===== config.mk =====
export PLATFORM = sky130hd
export DESIGN_NAME = serial_dac_ctrl
export DESIGN_NICKNAME = d
export VERILOG_FILES = /design/src/rtl/dac_ctrl_pkg.sv /design/src/rtl/dac_in_sync.sv /design/src/rtl/dac_frame_shifter.sv /design/src/rtl/dac_cmd_latch.sv /design/src/rtl/serial_dac_ctrl.sv
export SDC_FILE = /design/constraint.sdc
export NUM_CORES = 1
export LEC_CHECK = 0
export ABC_AREA = 1
export BUFFER_PORTS_ARGS = -buffer_cell sky130_fd_sc_hd__buf_2
export CAP_MARGIN = 0
export CORE_UTILIZATION = 35
export DETAILED_ROUTE_END_ITERATION = 12
export SKIP_CTS_REPAIR_TIMING = 1
export SYNTH_ARGS = -nofsm -noshare
export SYNTH_HDL_FRONTEND = slang
export SYNTH_SLANG_ARGS = --single-unit

===== constraint.sdc =====
create_clock -name clk_i -period 1.5 [get_ports clk_i]
set_input_delay 0.15 -clock clk_i [delete_from_list [all_inputs] [get_ports clk_i]]
set_output_delay 0.15 -clock clk_i [all_outputs]
set_load 0.05 [all_outputs]

===== src/rtl/dac_ctrl_pkg.sv =====
package dac_ctrl_pkg;
  typedef enum logic [1:0] {
    MODE_RUN     = 2'b00,
    MODE_PD_LOW  = 2'b01,
    MODE_PD_MID  = 2'b10,
    MODE_PD_HIGH = 2'b11
  } pwr_mode_e;
endpackage


===== src/rtl/dac_in_sync.sv =====
module dac_in_sync #(
  parameter int unsigned WIDTH   = 3,
  parameter int unsigned STAGES  = 2,
  parameter logic [WIDTH-1:0] RST_VAL = '0
) (
  input  logic             clk_i,
  input  logic             rst_ni,
  input  logic [WIDTH-1:0] d_i,
  output logic [WIDTH-1:0] q_o,
  output logic [WIDTH-1:0] rise_o,
  output logic [WIDTH-1:0] fall_o
);
  logic [STAGES-1:0][WIDTH-1:0] chain_q;
  logic [WIDTH-1:0]             prev_q;

  always_ff @(posedge clk_i or negedge rst_ni) begin
    if (!rst_ni) begin
      chain_q <= {STAGES{RST_VAL}};
      prev_q  <= RST_VAL;
    end else begin
      chain_q[0] <= d_i;
      for (int s = 1; s < STAGES; s++) chain_q[s] <= chain_q[s-1];
      prev_q <= chain_q[STAGES-1];
    end
  end

  assign q_o = chain_q[STAGES-1];

  for (genvar b = 0; b < WIDTH; b++) begin : g_edge
    assign rise_o[b] = q_o[b] & ~prev_q[b];
    assign fall_o[b] = ~q_o[b] & prev_q[b];
  end
endmodule


===== src/rtl/dac_frame_shifter.sv =====
module dac_frame_shifter #(
  parameter int unsigned FRAME_BITS = 16
) (
  input  logic                  clk_i,
  input  logic                  rst_ni,
  input  logic                  cs_low_i,
  input  logic                  cs_fall_i,
  input  logic                  cs_rise_i,
  input  logic                  sclk_rise_i,
  input  logic                  din_i,
  output logic [FRAME_BITS-1:0] word_o,
  output logic                  frame_ok_o
);
  localparam int unsigned CNT_W = $clog2(FRAME_BITS + 1);
  localparam logic [CNT_W-1:0] CNT_FULL = CNT_W'(FRAME_BITS);

  logic [FRAME_BITS-1:0] shreg_q;
  logic [CNT_W-1:0]      cnt_q;
  logic                  ovr_q;

  always_ff @(posedge clk_i or negedge rst_ni) begin
    if (!rst_ni) begin
      shreg_q <= '0;
      cnt_q   <= '0;
      ovr_q   <= 1'b0;
    end else if (cs_fall_i || cs_rise_i) begin
      cnt_q <= '0;
      ovr_q <= 1'b0;
    end else if (cs_low_i && sclk_rise_i) begin
      if (cnt_q == CNT_FULL) begin
        ovr_q <= 1'b1;  // extra clock poisons the frame
      end else begin
        cnt_q   <= cnt_q + 1'b1;
        shreg_q <= {shreg_q[FRAME_BITS-2:0], din_i};
      end
    end
  end

  assign word_o     = shreg_q;
  assign frame_ok_o = cs_rise_i && (cnt_q == CNT_FULL) && !ovr_q;

  AST_CNT_SAT: assert property (@(posedge clk_i) disable iff (!rst_ni)
    cnt_q <= CNT_FULL);
  AST_CNT_IDLE: assert property (@(posedge clk_i) disable iff (!rst_ni)
    (!cs_low_i && !cs_fall_i) |=> (cnt_q == '0));
endmodule


===== src/rtl/dac_cmd_latch.sv =====
module dac_cmd_latch
  import dac_ctrl_pkg::*;
#(
  parameter int unsigned FRAME_BITS = 16,
  parameter int unsigned CODE_W     = 8,
  parameter int unsigned MODE_LSB   = 12,
  parameter int unsigned CODE_LSB   = 4
) (
  input  logic                  clk_i,
  input  logic                  rst_ni,
  input  logic                  frame_ok_i,
  input  logic [FRAME_BITS-1:0] word_i,
  output logic [CODE_W-1:0]     code_o,
  output logic                  shdn_o,
  output logic [1:0]            pd_sel_o
);
  pwr_mode_e         mode_q, word_mode;
  logic [CODE_W-1:0] code_q;

  assign word_mode = pwr_mode_e'(word_i[MODE_LSB +: 2]);

  always_ff @(posedge clk_i or negedge rst_ni) begin
    if (!rst_ni) begin
      mode_q <= MODE_RUN;
      code_q <= '0;
    end else if (frame_ok_i) begin
      mode_q <= word_mode;
      // code is retained through shutdown
      if (word_mode == MODE_RUN) code_q <= word_i[CODE_LSB +: CODE_W];
    end
  end

  assign shdn_o   = (mode_q != MODE_RUN);
  assign pd_sel_o = mode_q;
  assign code_o   = shdn_o ? '0 : code_q;

  AST_HOLD_NO_FRAME: assert property (@(posedge clk_i) disable iff (!rst_ni)
    !frame_ok_i |=> ($stable(code_o) && $stable(pd_sel_o) && $stable(shdn_o)));
  AST_LOAD_RUN: assert property (@(posedge clk_i) disable iff (!rst_ni)
    (frame_ok_i && word_i[MODE_LSB +: 2] == 2'b00)
      |=> (code_o == $past(word_i[CODE_LSB +: CODE_W]) && !shdn_o));
  AST_SHDN_ZERO: assert property (@(posedge clk_i) disable iff (!rst_ni)
    shdn_o |-> (code_o == '0 && pd_sel_o != 2'b00));
endmodule


===== src/rtl/serial_dac_ctrl.sv =====
module serial_dac_ctrl #(
  parameter int unsigned FRAME_BITS  = 16,
  parameter int unsigned CODE_W      = 8,
  parameter int unsigned SYNC_STAGES = 2
) (
  input  logic              clk_i,
  input  logic              rst_ni,
  input  logic              cs_ni,
  input  logic              sclk_i,
  input  logic              din_i,
  output logic [CODE_W-1:0] code_o,
  output logic              shdn_o,
  output logic [1:0]        pd_sel_o
);
  localparam int unsigned MODE_LSB = FRAME_BITS - 4;
  localparam int unsigned CODE_LSB = MODE_LSB - CODE_W;
  // bit order in sync vector: {cs, sclk, din}; cs idles high
  localparam logic [2:0] SYNC_RST = 3'b100;

  logic [2:0]            pin_q, pin_rise, pin_fall;
  logic [FRAME_BITS-1:0] word;
  logic                  frame_ok;

  dac_in_sync #(
    .WIDTH   (3),
    .STAGES  (SYNC_STAGES),
    .RST_VAL (SYNC_RST)
  ) i_sync (
    .clk_i  (clk_i),
    .rst_ni (rst_ni),
    .d_i    ({cs_ni, sclk_i, din_i}),
    .q_o    (pin_q),
    .rise_o (pin_rise),
    .fall_o (pin_fall)
  );

  dac_frame_shifter #(
    .FRAME_BITS (FRAME_BITS)
  ) i_shift (
    .clk_i       (clk_i),
    .rst_ni      (rst_ni),
    .cs_low_i    (~pin_q[2]),
    .cs_fall_i   (pin_fall[2]),
    .cs_rise_i   (pin_rise[2]),
    .sclk_rise_i (pin_rise[1]),
    .din_i       (pin_q[0]),
    .word_o      (word),
    .frame_ok_o  (frame_ok)
  );

  dac_cmd_latch #(
    .FRAME_BITS (FRAME_BITS),
    .CODE_W     (CODE_W),
    .MODE_LSB   (MODE_LSB),
    .CODE_LSB   (CODE_LSB)
  ) i_latch (
    .clk_i      (clk_i),
    .rst_ni     (rst_ni),
    .frame_ok_i (frame_ok),
    .word_i     (word),
    .code_o     (code_o),
    .shdn_o     (shdn_o),
    .pd_sel_o   (pd_sel_o)
  );

  AST_COMMIT_CS_HIGH: assert property (@(posedge clk_i) disable iff (!rst_ni)
    frame_ok |-> pin_q[2]);
endmodule


# [Word level (Yosys, flattened, before mapping)]
# Cells that the tools add are included.
[classes] n_addsub=1 n_reduce_logical=13 n_eq_ne=2 n_bitwise=8 muxes=7
[op_table] operator="$mux W5" n=3
[op_table] operator="$mux W8" n=1
[op_table] operator="$reduce_and A2 Y1" n=3
[op_table] operator="$reduce_bool A2 Y1" n=3
[op_table] operator="$add A5 B1 Y5 const B" n=1
[op_table] operator="$eq A5 B5 Y1 const B" n=1
[op_table] operator="$not A1 Y1" n=5
[op_table] operator="$and A1 B1 Y1" n=3
[op_table] operator="$logic_and A1 B1 Y1" n=3
[op_table] operator="$mux W1" n=3
[op_table] operator="$reduce_and A3 Y1" n=1
[op_table] operator="$logic_not A2 Y1" n=1
[op_table] operator="$ne A2 B1 Y1 const B" n=1
[op_table] operator="$logic_not A1 Y1" n=1
[op_table] operator="$logic_or A1 B1 Y1" n=1
[word_totals] input_bits=5 regBits=39 output_inout_bits=11

# [Longest topological paths before layout]
# Gate-level depths: netlist of the first run.
[depth] depth_word=5 depth_mapped=9 ltp_nobuf=8

# [Modules after synthesis]
# A second synthesis of the first run with hierarchy kept.
[unflattened] cells_unflattened=197 hier_area_um2=1880.6
[modules_own_cells] mod="dac_frame_shifter" n_inst=1 cells_each=112 area_per_inst_um2=1098.6
[modules_own_cells] mod="dac_cmd_latch" n_inst=1 cells_each=60 area_per_inst_um2=481.7
[modules_own_cells] mod="dac_in_sync" n_inst=1 cells_each=24 area_per_inst_um2=296.5
[modules_own_cells] mod="serial_dac_ctrl" n_inst=1 cells_each=1 area_per_inst_um2=3.8

# [Worst setup path after synthesis of the first run]
# OpenSTA, ideal clock, no wires.
[synth_timing] kind="register to output" startpoint="reg i_latch.mode_q[0] (netlist: i_latch.pd_sel_o[0])" endpoint="out code_o[0]" path_buffers=1 slack_ps=-703 arrival_time_ps=2053 stages_incl_launch_ff=4 path_cell_list="dfrtp_1 > or2_2 > clkbuf_1 > nor2_1"
[synth_via] elab_chain_len=2
[synth_rtl] element="start: declaration" line="dac_cmd_latch.sv:17" source="pwr_mode_e mode_q, word_mode;"
[synth_rtl] element="start signal: assignment" line="dac_cmd_latch.sv:27" source="mode_q <= word_mode;"
[synth_rtl] element="$reduce_bool A2 Y1" line="dac_cmd_latch.sv:33" source="assign shdn_o = (mode_q != MODE_RUN);"
[synth_rtl] element="net shdn_o" line="serial_dac_ctrl.sv:12" source="output logic shdn_o,"
[synth_rtl] element="$mux W8" line="dac_cmd_latch.sv:35" source="assign code_o = shdn_o ? '0 : code_q;"
[synth_rtl] element="end: declaration" line="serial_dac_ctrl.sv:11" source="output logic [CODE_W-1:0] code_o,"
# The timed path passes the listed nets, and every way through them passes these cells.

# [Worst setup path after layout of the first run]
[layout_timing] startpoint="reg i_latch.mode_q[1] (netlist: i_latch.pd_sel_o[1])" endpoint="out code_o[0]"
[layout_via] elab_chain_len=2
[layout_rtl] element="$reduce_bool A2 Y1" line="dac_cmd_latch.sv:33"
[layout_rtl] element="$mux W8" line="dac_cmd_latch.sv:35"
# No other way between the ends.

==> run_results.csv, run 1 <==
group,metric,value,unit
finish,drive_above_1_share,0.362,
clock_network,clk_pin_slew,0.07,ns
global_routing,grt_pass1_wl,5.18,mm
sta,tightestPinTransition,0.469,ns
sta,slew_violations,0,
synth,yosysWarnings,0,
route,vias,1279,
global_routing,grt-ovfl-total,0,
synth,synthCells,189,
die,design.die.area,5270,µm²
route,routed_wl,3.17,mm
power,p_leak,1.11,nW
synth,ys_seq_elements,38,
critical_path,rr_worst_depth,6,
route,first_pass_iters,5,
sta,fmax,689,MHz
global_routing,antenna_found_initial,0,
sta,hold_viol,0,
sta,final-setup-viol-count,0,
global_routing,grt_pass1_vias,1190,
finish,area_growth,30.5,%
clock_network,h-tree-depth,2,
finish,diodes,0,
route,drtIter0Drc,36,
power,peakVddDrop,0.607,mV
synth,ys_seq_area_frac,0.548,
sta,fin_crit,1.45,ns
die,dieHeight,72.6,µm
finish,nets,236,
clock_network,cts-root-buf,"clkbuf_8",
run_status,status,"complete, no violations",
critical_path,end_kind,"primary output",
critical_path,rr_startpoint,"i_shift.cnt_q[0]",
finish,stdcell_area,2270,µm²
route,routed_via_density,4.32,
critical_path,arrival,1.30,ns
sta,fin_worst_skew,0.00706,ns
placement,hpwl,2.08,mm
clock_network,cts_sinks,38,
sta,post-route-period-util,0.967,
placement,place_area,1990,µm²
clock_network,tritoncts,"done",
placement,place_congestion,0.778,
synth,netlist_area,1740,µm²
die,ios,16,
critical_path,critical-path-slowest-cell,"dfrtp_2",
placement,port_buffers,15,
critical_path,critPathMaxStageDelay,0.43,ns
critical_path,r2r-end,"i_shift.cnt_q[2]",
synth,synth.top_cell.area_share,0.503,
critical_path,worstPathMaxFanout,5,
die,initial_core_util,0.367,
die,rows,25,
synth,ys_types,20,
clock_network,clockBufferDepth,2,
critical_path,critPathRequiredTime,1.35,ns
route,wl_per_cell,10.7,µm
critical_path,path_cells,"or2_4 -> nor2_4 -> buf_8",
hold_path,hp-class,"input port to asynchronous set/reset pin",
critical_path,path_class,"flop to primary output",
synth,syn-num-nets,197,
route,ant_nets,0,
global_routing,track_usage,0.133,
route,route.detailed.drc,0,
sta,timing.hold.ws,0.357,ns
power,power_density,877,nW/µm²
die,die_x,72.6,µm
critical_path,regToRegSetupSlack,0.09,ns
clock_network,clk_latency,0.29,ns
global_routing,grt_start_max_net_pins,22,
synth,synth_area_leaders,"dfrtp_1, nand2_1, nand3_1, inv_1, dfstp_2",
sta,slew-limit-headroom,0.687,
synth,avgSynthCellArea,9.22,µm²
clock_network,cts_buffers,5,
synth,synth_top_area_cell,"dfrtp_1",
critical_path,startpoint_type,"flop",
job,drv_cap,0,
die,core_area,4750,µm²
## layout make-up
cell class,instances,area (µm²)
fillers,470,2480
flip-flops and latches,38,957
multi-input cells,118,744
repair buffers,37,293
inverters,28,105
clock buffers,7,86.3
well taps,67,83.8
clock inverters,1,5.00
## cell usage after synthesis, drive strengths merged
| cell type | instances |
|---|---|
| clkbuf | 2 |
| a21oi | 1 |
| or2 | 2 |
| buf | 5 |
| inv | 28 |
| dfrtp | 35 |
| nand4 | 2 |
| nand3 | 26 |
| o21ai | 10 |
| nand2 | 58 |
| nor2 | 14 |
| ha | 3 |
| dfstp | 3 |
## worst max path at each step
| stage | start | to | slack, ns | depth (start not counted) |
|---|---|---|---|---|
| 2_1_floorplan | i_latch.pd_sel_o[0] | code_o[0] | 0.06 | 3 |
| 3_3_place_gp | i_sync.q_o[2] | i_latch.code_q[7] | -0.04 | 6 |
| 3_5_place_dp | i_sync.q_o[2] | i_latch.code_q[2] | -0.06 | 6 |
| 4_1_cts | i_latch.pd_sel_o[0] | code_o[0] | -0.09 | 3 |
| 5_1_grt | i_sync.q_o[2] | i_shift.cnt_q[4] | -0.002 | 7 |
| 6_report | i_latch.pd_sel_o[1] | code_o[0] | 0.05 | 3 |
## stage by stage
stage / instances / setup TNS (ns) / util / setup slack (ns) / power, mW
floorplan: 189 / 0 / - / 0.0593 / 1.21
global placement: 275 / -0.330 / 0.419 / -0.0412 / 1.28
detailed placement: 275 / -0.404 / 0.419 / -0.0569 / 1.28
CTS: 283 / -1.08 / 0.438 / -0.0876 / 2.01
global route: 296 / -0.00211 / 0.478 / -0.00211 / 2.10
finish: 296 / 0 / 0.478 / 0.0497 / 1.99
## report_power, final
group	total, mW	internal, mW	switching (mW)	leakage (nW)
Sequential	1.11	1.08	0.0312	0.501
Combinational	0.175	0.0738	0.101	0.559
Clock	0.708	0.370	0.337	0.0482
Total	1.99	1.52	0.470	1.11
## critical path, delay by kind of cell (launching register included)
| kind | cells | cell delay [ns] |
|---|---|---|
| and+or+nand+nor | 2 | 0.44 |
| DFF | 1 | 0.43 |
| buffers and inverters | 1 | 0.15 |
## routing by layer
metal | up-vias | track usage | wire (µm)
li1 | 659 | - | -
met5 | - | 0 | 0
met1 | 598 | 0.156 | 1510
met3 | 4 | 0.0417 | 82
met4 | 0 | 0.0719 | 65
met2 | 18 | 0.216 | 1510
## flip-flops by register name, summed over array words and instances (netlist names)
| signal | flops |
|---|---|
| i_shift.cnt_q | 5 |
| i_latch.pd_sel_o | 2 |
| i_sync.chain_q | 3 |
| i_shift.word_o | 14 |
| i_shift.ovr_q | 1 |
| i_sync.q_o | 3 |
| i_latch.code_q | 8 |
| i_sync.prev_q | 2 |
## cell families (layout without fill, tap and decap cells)
family / Yosys count / after routing / share of synthesized area
AO/OA/AOI/OAI: 11 / 11 / 0.0488
AND/OR/NAND/NOR: 102 / 104 / 0.289
adder cells (fa/ha/maj): 3 / 3 / 0.0215
buffers and inverters: 35 / 73 / 0.0933
flip-flops: 38 / 38 / 0.548
## placed cells by master, fill, tap and decap left out, types with 6 or more instances in the layout
master,n
nand2_1,48
dfrtp_1,33
inv_1,26
nand3_1,25
buf_4,21
nor2_4,9
o21ai_2,8
nand2_2,7
buf_2,7
clkbuf_8,6
Power figures use the tool's default switching activity.
==> inputs of run 2 (changes only) <==
--- a/config.mk
+++ b/config.mk
@@ -10,6 +10,8 @@
 export CAP_MARGIN = 0
 export CORE_UTILIZATION = 35
 export DETAILED_ROUTE_END_ITERATION = 12
+export GPL_ROUTABILITY_DRIVEN = 0
+export PLACE_DENSITY_LB_ADDON = 0.08
 export SKIP_CTS_REPAIR_TIMING = 1
 export SYNTH_ARGS = -nofsm -noshare
 export SYNTH_HDL_FRONTEND = slang
==> run 2 against run 1 <==
Net effect: cell area fell by 0.83%; critical path depth did not move; die area did not move; sequential share of layout area rose by 0.35 points; cell count fell by 2.0%; clock skew fell by 0.0024 ns; first-iteration DRC count fell by 17%; register-to-register slack got worse by 0.02 ns; combinational power barely moved; hold slack got worse by 0.0094 ns; clock power rose by 13%; sequential cell count did not move.
==> run_results.csv, run 2 (synthesis results as in run 1) <==
group,metric,value,unit
run_status,status,"complete, no violations",
finish,final_common_cell,"nand2_1",
die,initial_core_util,0.367,
sta,rsz0062_at_grt,"yes",
global_routing,track_usage,0.129,
critical_path,startpoint_type,"flop",
placement,hpwl,2.06,mm
sta,fin_crit,1.50,ns
clock_network,tritoncts,"done",
placement,post-place-cells,272,
finish,fin_cells,290,
sta,fmax,668,MHz
route,route.detailed.drc,0,
die,die_x,72.6,µm
finish,nets,230,
die,ios,16,
clock_network,clk_latency,0.29,ns
power,peakVddDrop,0.458,mV
die,core_area,4750,µm²
sta,hold_viol,0,
hold_path,min-delay-start,"i_sync.chain_q[1]",
die,dieHeight,72.6,µm
power,p_total,2.09,mW
clock_network,clockBufferDepth,2,
finish,area_growth,29.4,%
route,drtIter0Drc,30,
critical_path,critPathRequiredTime,1.35,ns
sta,slew-limit-headroom,0.678,
global_routing,grt_pass1_vias,1184,
clock_network,h-tree-depth,2,
finish,seqCellArea,957,µm²
sta,final-setup-viol-count,0,
critical_path,path_class,"flop to primary output",
die,design.die.area,5270,µm²
global_routing,grt_start_max_net_pins,39,
critical_path,end_kind,"primary output",
critical_path,worstPathMaxFanout,5,
hold_path,hp-class,"flop to flop",
job,drv_cap,0,
power,p_leak,1.09,nW
clock_network,cts_buffers,5,
finish,most-common-layout-cells,"nand2_1, dfrtp_1, inv_1, nand3_1, buf_4",
route,wl_per_cell,11.2,µm
route,ant_nets,0,
die,rows,25,
placement,port_buffers,15,
finish,n_fill_cell,477,
sta,slew_violations,0,
global_routing,grt_pass1_wl,5.09,mm
sta,fin_worst_skew,0.00469,ns
critical_path,arrival,1.35,ns
finish,largest_reg_flops,14,
finish,drive_above_1_share,0.359,
clock_network,clk_pin_slew,0.07,ns
global_routing,grt-ovfl-total,0,
critical_path,path_cells,"or2_4 -> nor2_4 -> buf_8",
critical_path,critPathMaxStageDelay,0.44,ns
critical_path,rr_startpoint,"i_shift.cnt_q[0]",
clock_network,cts_sinks,38,
global_routing,antenna_found_initial,0,
sta,timing.hold.ws,0.348,ns
power,power_density,925,nW/µm²
route,routed_wl,3.26,mm
critical_path,critical-path-slowest-cell,"dfrtp_2",
sta,tightestPinTransition,0.482,ns
sta,post-route-period-util,0.998,
finish,multi_input_area,732,µm²
route,vias,1284,
route,routed_via_density,4.43,
critical_path,critPathLaunch,"i_latch.pd_sel_o[1]",
clock_network,cts-root-buf,"clkbuf_8",
finish,diodes,0,
route,first_pass_iters,4,
[run 2: changes by cell type in the layout (fill, tap and decap cells not counted), moves of 2 or more]
cell      before  now
clkbuf_8       6    8
buf_8          1    3
buf_4         21   14
nand2_2        7    9
buf_6          4    2
[run 2: layer usage]
| layer | up-vias | part of all wire | track usage |
|---|---|---|---|
| met5 | - | 0 | 0 |
| met4 | 0 | 0.015 | 0.0654 |
| met3 | 6 | 0.033 | 0.0375 |
| met2 | 19 | 0.51 | 0.232 |
| met1 | 610 | 0.44 | 0.136 |
| li1 | 649 | - | - |
[run 2: worst max-delay path, delay by kind of cell, from the launching register on]
kind / cells / cell delay (ns)
simple gates: 2 / 0.47
flops: 1 / 0.44
buf+inv: 1 / 0.15
[run 2: per-stage QoR]
stage	setup slack, ns	TNS, ns	instance area [µm²]	util
after floorplan	0.0593	0	1830	-
final	0.00332	0	2260	0.474
after CTS	-0.101	-0.974	2090	0.440
after detailed placement	-0.0127	-0.0691	1980	0.417
after global placement	-0.0121	-0.0557	1980	0.417
after global routing	-0.0346	-0.135	2260	0.474
[run 2: final timing paths]
| path | slack, ns | end | cells after the start |
|---|---|---|---|
| min in group asynchronous | 0.44 | i_sync.chain_q[1] | 3 |
| worst min-delay path | 0.35 | i_sync.q_o[1] | 0 |
| worst max-delay path | 0.003 | code_o[0] | 3 |
| max in group asynchronous | 0.70 | i_latch.pd_sel_o[1] | 3 |
| worst max register to register | 0.07 | i_shift.cnt_q[2] | 6 |
| worst min register to register | 0.35 | i_sync.q_o[1] | 0 |
[run 2: cell type report]
cell class / count / share of cell area
tap: 67 / 0.0372
multi-input combinational: 118 / 0.324
clock buffer: 8 / 0.0488
sequential: 38 / 0.424
inverter: 28 / 0.0466
timing repair buffer: 31 / 0.119
[run 2: power breakdown]
group	switching (mW)	internal [mW]
combinational	0.102	0.0716
sequential	0.0312	1.08
clock	0.338	0.464
total	0.471	1.62
==> inputs of run 3 (changes only) <==
--- a/config.mk
+++ b/config.mk
@@ -15,4 +15,5 @@
 export SKIP_CTS_REPAIR_TIMING = 1
 export SYNTH_ARGS = -nofsm -noshare
 export SYNTH_HDL_FRONTEND = slang
+export SYNTH_HIERARCHICAL = 1
 export SYNTH_SLANG_ARGS = --single-unit
==> run 3 against run 2 <==
Net effect: critical path depth is 7 higher; critical path type is now flop to flop; non-clock buffer count is 1 lower; global-route usage is 0.36 points lower; count of clock-buffer cells in the layout is 3 lower; highest routed layer unchanged; sequential power hardly changed; worst setup slack better by 0.055 ns; area after synthesis stayed put; register-to-register slack hardly changed; cell area is 2.9% lower.
==> run_results.csv, run 3 <==
group,metric,value,unit
route,ant_nets,0,
finish,post-route-util,0.461,
critical_path,critPathMaxStageDelay,0.38,ns
global_routing,track_usage,0.125,
clock_network,clockBufferDepth,2,
finish,n_fill_cell,483,
sta,fin_crit,1.44,ns
power,clock_power_share,0.400,
synth,yosysWarnings,6,
die,die_x,72.6,µm
finish,fin_cells,279,
finish,most-common-layout-cells,"nand2_1, dfrtp_1, inv_1",
critical_path,path_class,"flop to flop",
route,routed_wl,2.78,mm
clock_network,h-tree-depth,2,
placement,port_buffers,15,
critical_path,worstPathMaxFanout,8,
finish,area_growth,25.6,%
critical_path,path_cells,"inv_1 -> ha_1 -> nand2_1 -> inv_2 -> nand2_4 -> nor3b_4 -> buf_6 -> nand2_8 -> nand2_1 -> nand2_1",
power,power_density,968,nW/µm²
die,dieHeight,72.6,µm
critical_path,end_kind,"flop",
finish,diodes,0,
critical_path,crit_path_frequent_cell,"nand2_1",
die,initial_core_util,0.367,
global_routing,antenna_found_initial,0,
run_status,status,"complete, no violations",
power,p_leak,1.03,nW
global_routing,grt_start_max_net_pins,39,
synth,avgSynthCellArea,9.63,µm²
clock_network,clk_pin_slew,0.08,ns
sta,fmax,694,MHz
synth,syn-num-nets,188,
sta,hold_viol,0,
hold_path,hp-class,"flop to flop",
sta,slew_violations,0,
clock_network,cts_buffers,5,
global_routing,grt_pass1_vias,1080,
route,route.detailed.drc,0,
die,design.die.area,5270,µm²
route,routed_via_density,4.20,
sta,slew-limit-headroom,0.677,
power,peakVddDrop,0.835,mV
critical_path,critical-path-slowest-cell,"dfrtp_1",
route,first_pass_iters,4,
placement,post-place-cells,263,
power,p_total,2.12,mW
clock_network,clk_latency,0.29,ns
job,drv_cap,0,
die,rows,25,
die,ios,16,
power,p_int,1.63,mW
sta,tns,0,ns
finish,final_common_cell,"nand2_1",
clock_network,cts_sinks,38,
global_routing,grt_pass1_wl,4.95,mm
global_routing,grt-ovfl-total,0,
synth,synthCells,181,
critical_path,critPathRequiredTime,1.68,ns
sta,rsz0062_at_grt,"yes",
critical_path,arrival,1.62,ns
finish,largest_reg_flops,14,
finish,drive_above_1_share,0.373,
route,wl_per_cell,9.95,µm
power,switching_share,0.229,
clock_network,cts-root-buf,"clkbuf_8",
power,seqPwrFrac,0.524,
route,vias,1172,
power,combPwrFrac,0.077,
clock_network,tritoncts,"done",
sta,final-setup-viol-count,0,
power,power_switching,0.485,mW
synth,netlist_area,1740,µm²
critical_path,startpoint_type,"flop",
die,core_area,4750,µm²
placement,hpwl,1.92,mm
finish,nets,218,
sta,tightestPinTransition,0.484,ns
sta,fin_worst_skew,0.00977,ns
sta,post-route-period-util,0.961,
route,drtIter0Drc,71,
run 3: through the flow:
step                area (µm²)  setup slack (ns)  hold slack [ns]
floorplan                 1820           0.00337           -0.146
global placement          1970            0.0195            0.229
detailed placement        1970           -0.0174            0.240
CTS                       2080           -0.0254          -0.0833
global route              2190           -0.0487            0.358
finish                    2190            0.0582            0.353
run 3: final cells by class:
class / instances / area, µm² / area share
inverters: 35 / 131 / 0.0600
multi-input cells: 101 / 697 / 0.318
well taps: 67 / 83.8 / 0.0383
clock buffers: 5 / 68.8 / 0.0314
flip-flops and latches: 38 / 955 / 0.436
clock inverters: 3 / 40.0 / 0.0183
repair buffers: 30 / 214 / 0.0977
run 3: power by group through the flow:
stage / Combinational [mW] / Clock (mW) / Sequential (mW)
CTS: 0.156 / 0.898 / 1.11
finish: 0.163 / 0.847 / 1.11
global route: 0.191 / 0.936 / 1.12
global placement: 0.150 / 0 / 1.13
floorplan: 0.108 / 0 / 1.12
detailed placement: 0.156 / 0 / 1.13
run 3: path summary, 6_finish.rpt:
path | startpoint | end | slack (ns) | cells after the start
worst max register to register | i_shift/cnt_q[0] | i_latch/code_q[1] | 0.06 | 10
worst min-delay path | i_sync/chain_q[0] | i_sync/q_o[0] | 0.35 | 0
min in group asynchronous | rst_ni | i_shift/cnt_q[0] | 0.43 | 3
max in group asynchronous | rst_ni | i_shift/word_o[8] | 0.71 | 3
worst max-delay path | i_shift/cnt_q[0] | i_latch/code_q[1] | 0.06 | 10
worst min register to register | i_sync/chain_q[0] | i_sync/q_o[0] | 0.35 | 0
run 3: layer usage:
layer	vias to the layer above	part of all wire	global-route usage
li1	608	-	-
met1	533	0.48	0.161
met2	24	0.46	0.193
met4	0	0.018	0.0523
met5	-	0	0
met3	7	0.042	0.0417
run 3: critical path, delay by kind of cell, from the launching register on:
family                     cells  cell delay, ns
buffers and inverters          3            0.29
adders and majority gates      1            0.13
DFF                            1            0.38
and+or+nand+nor                6            0.53
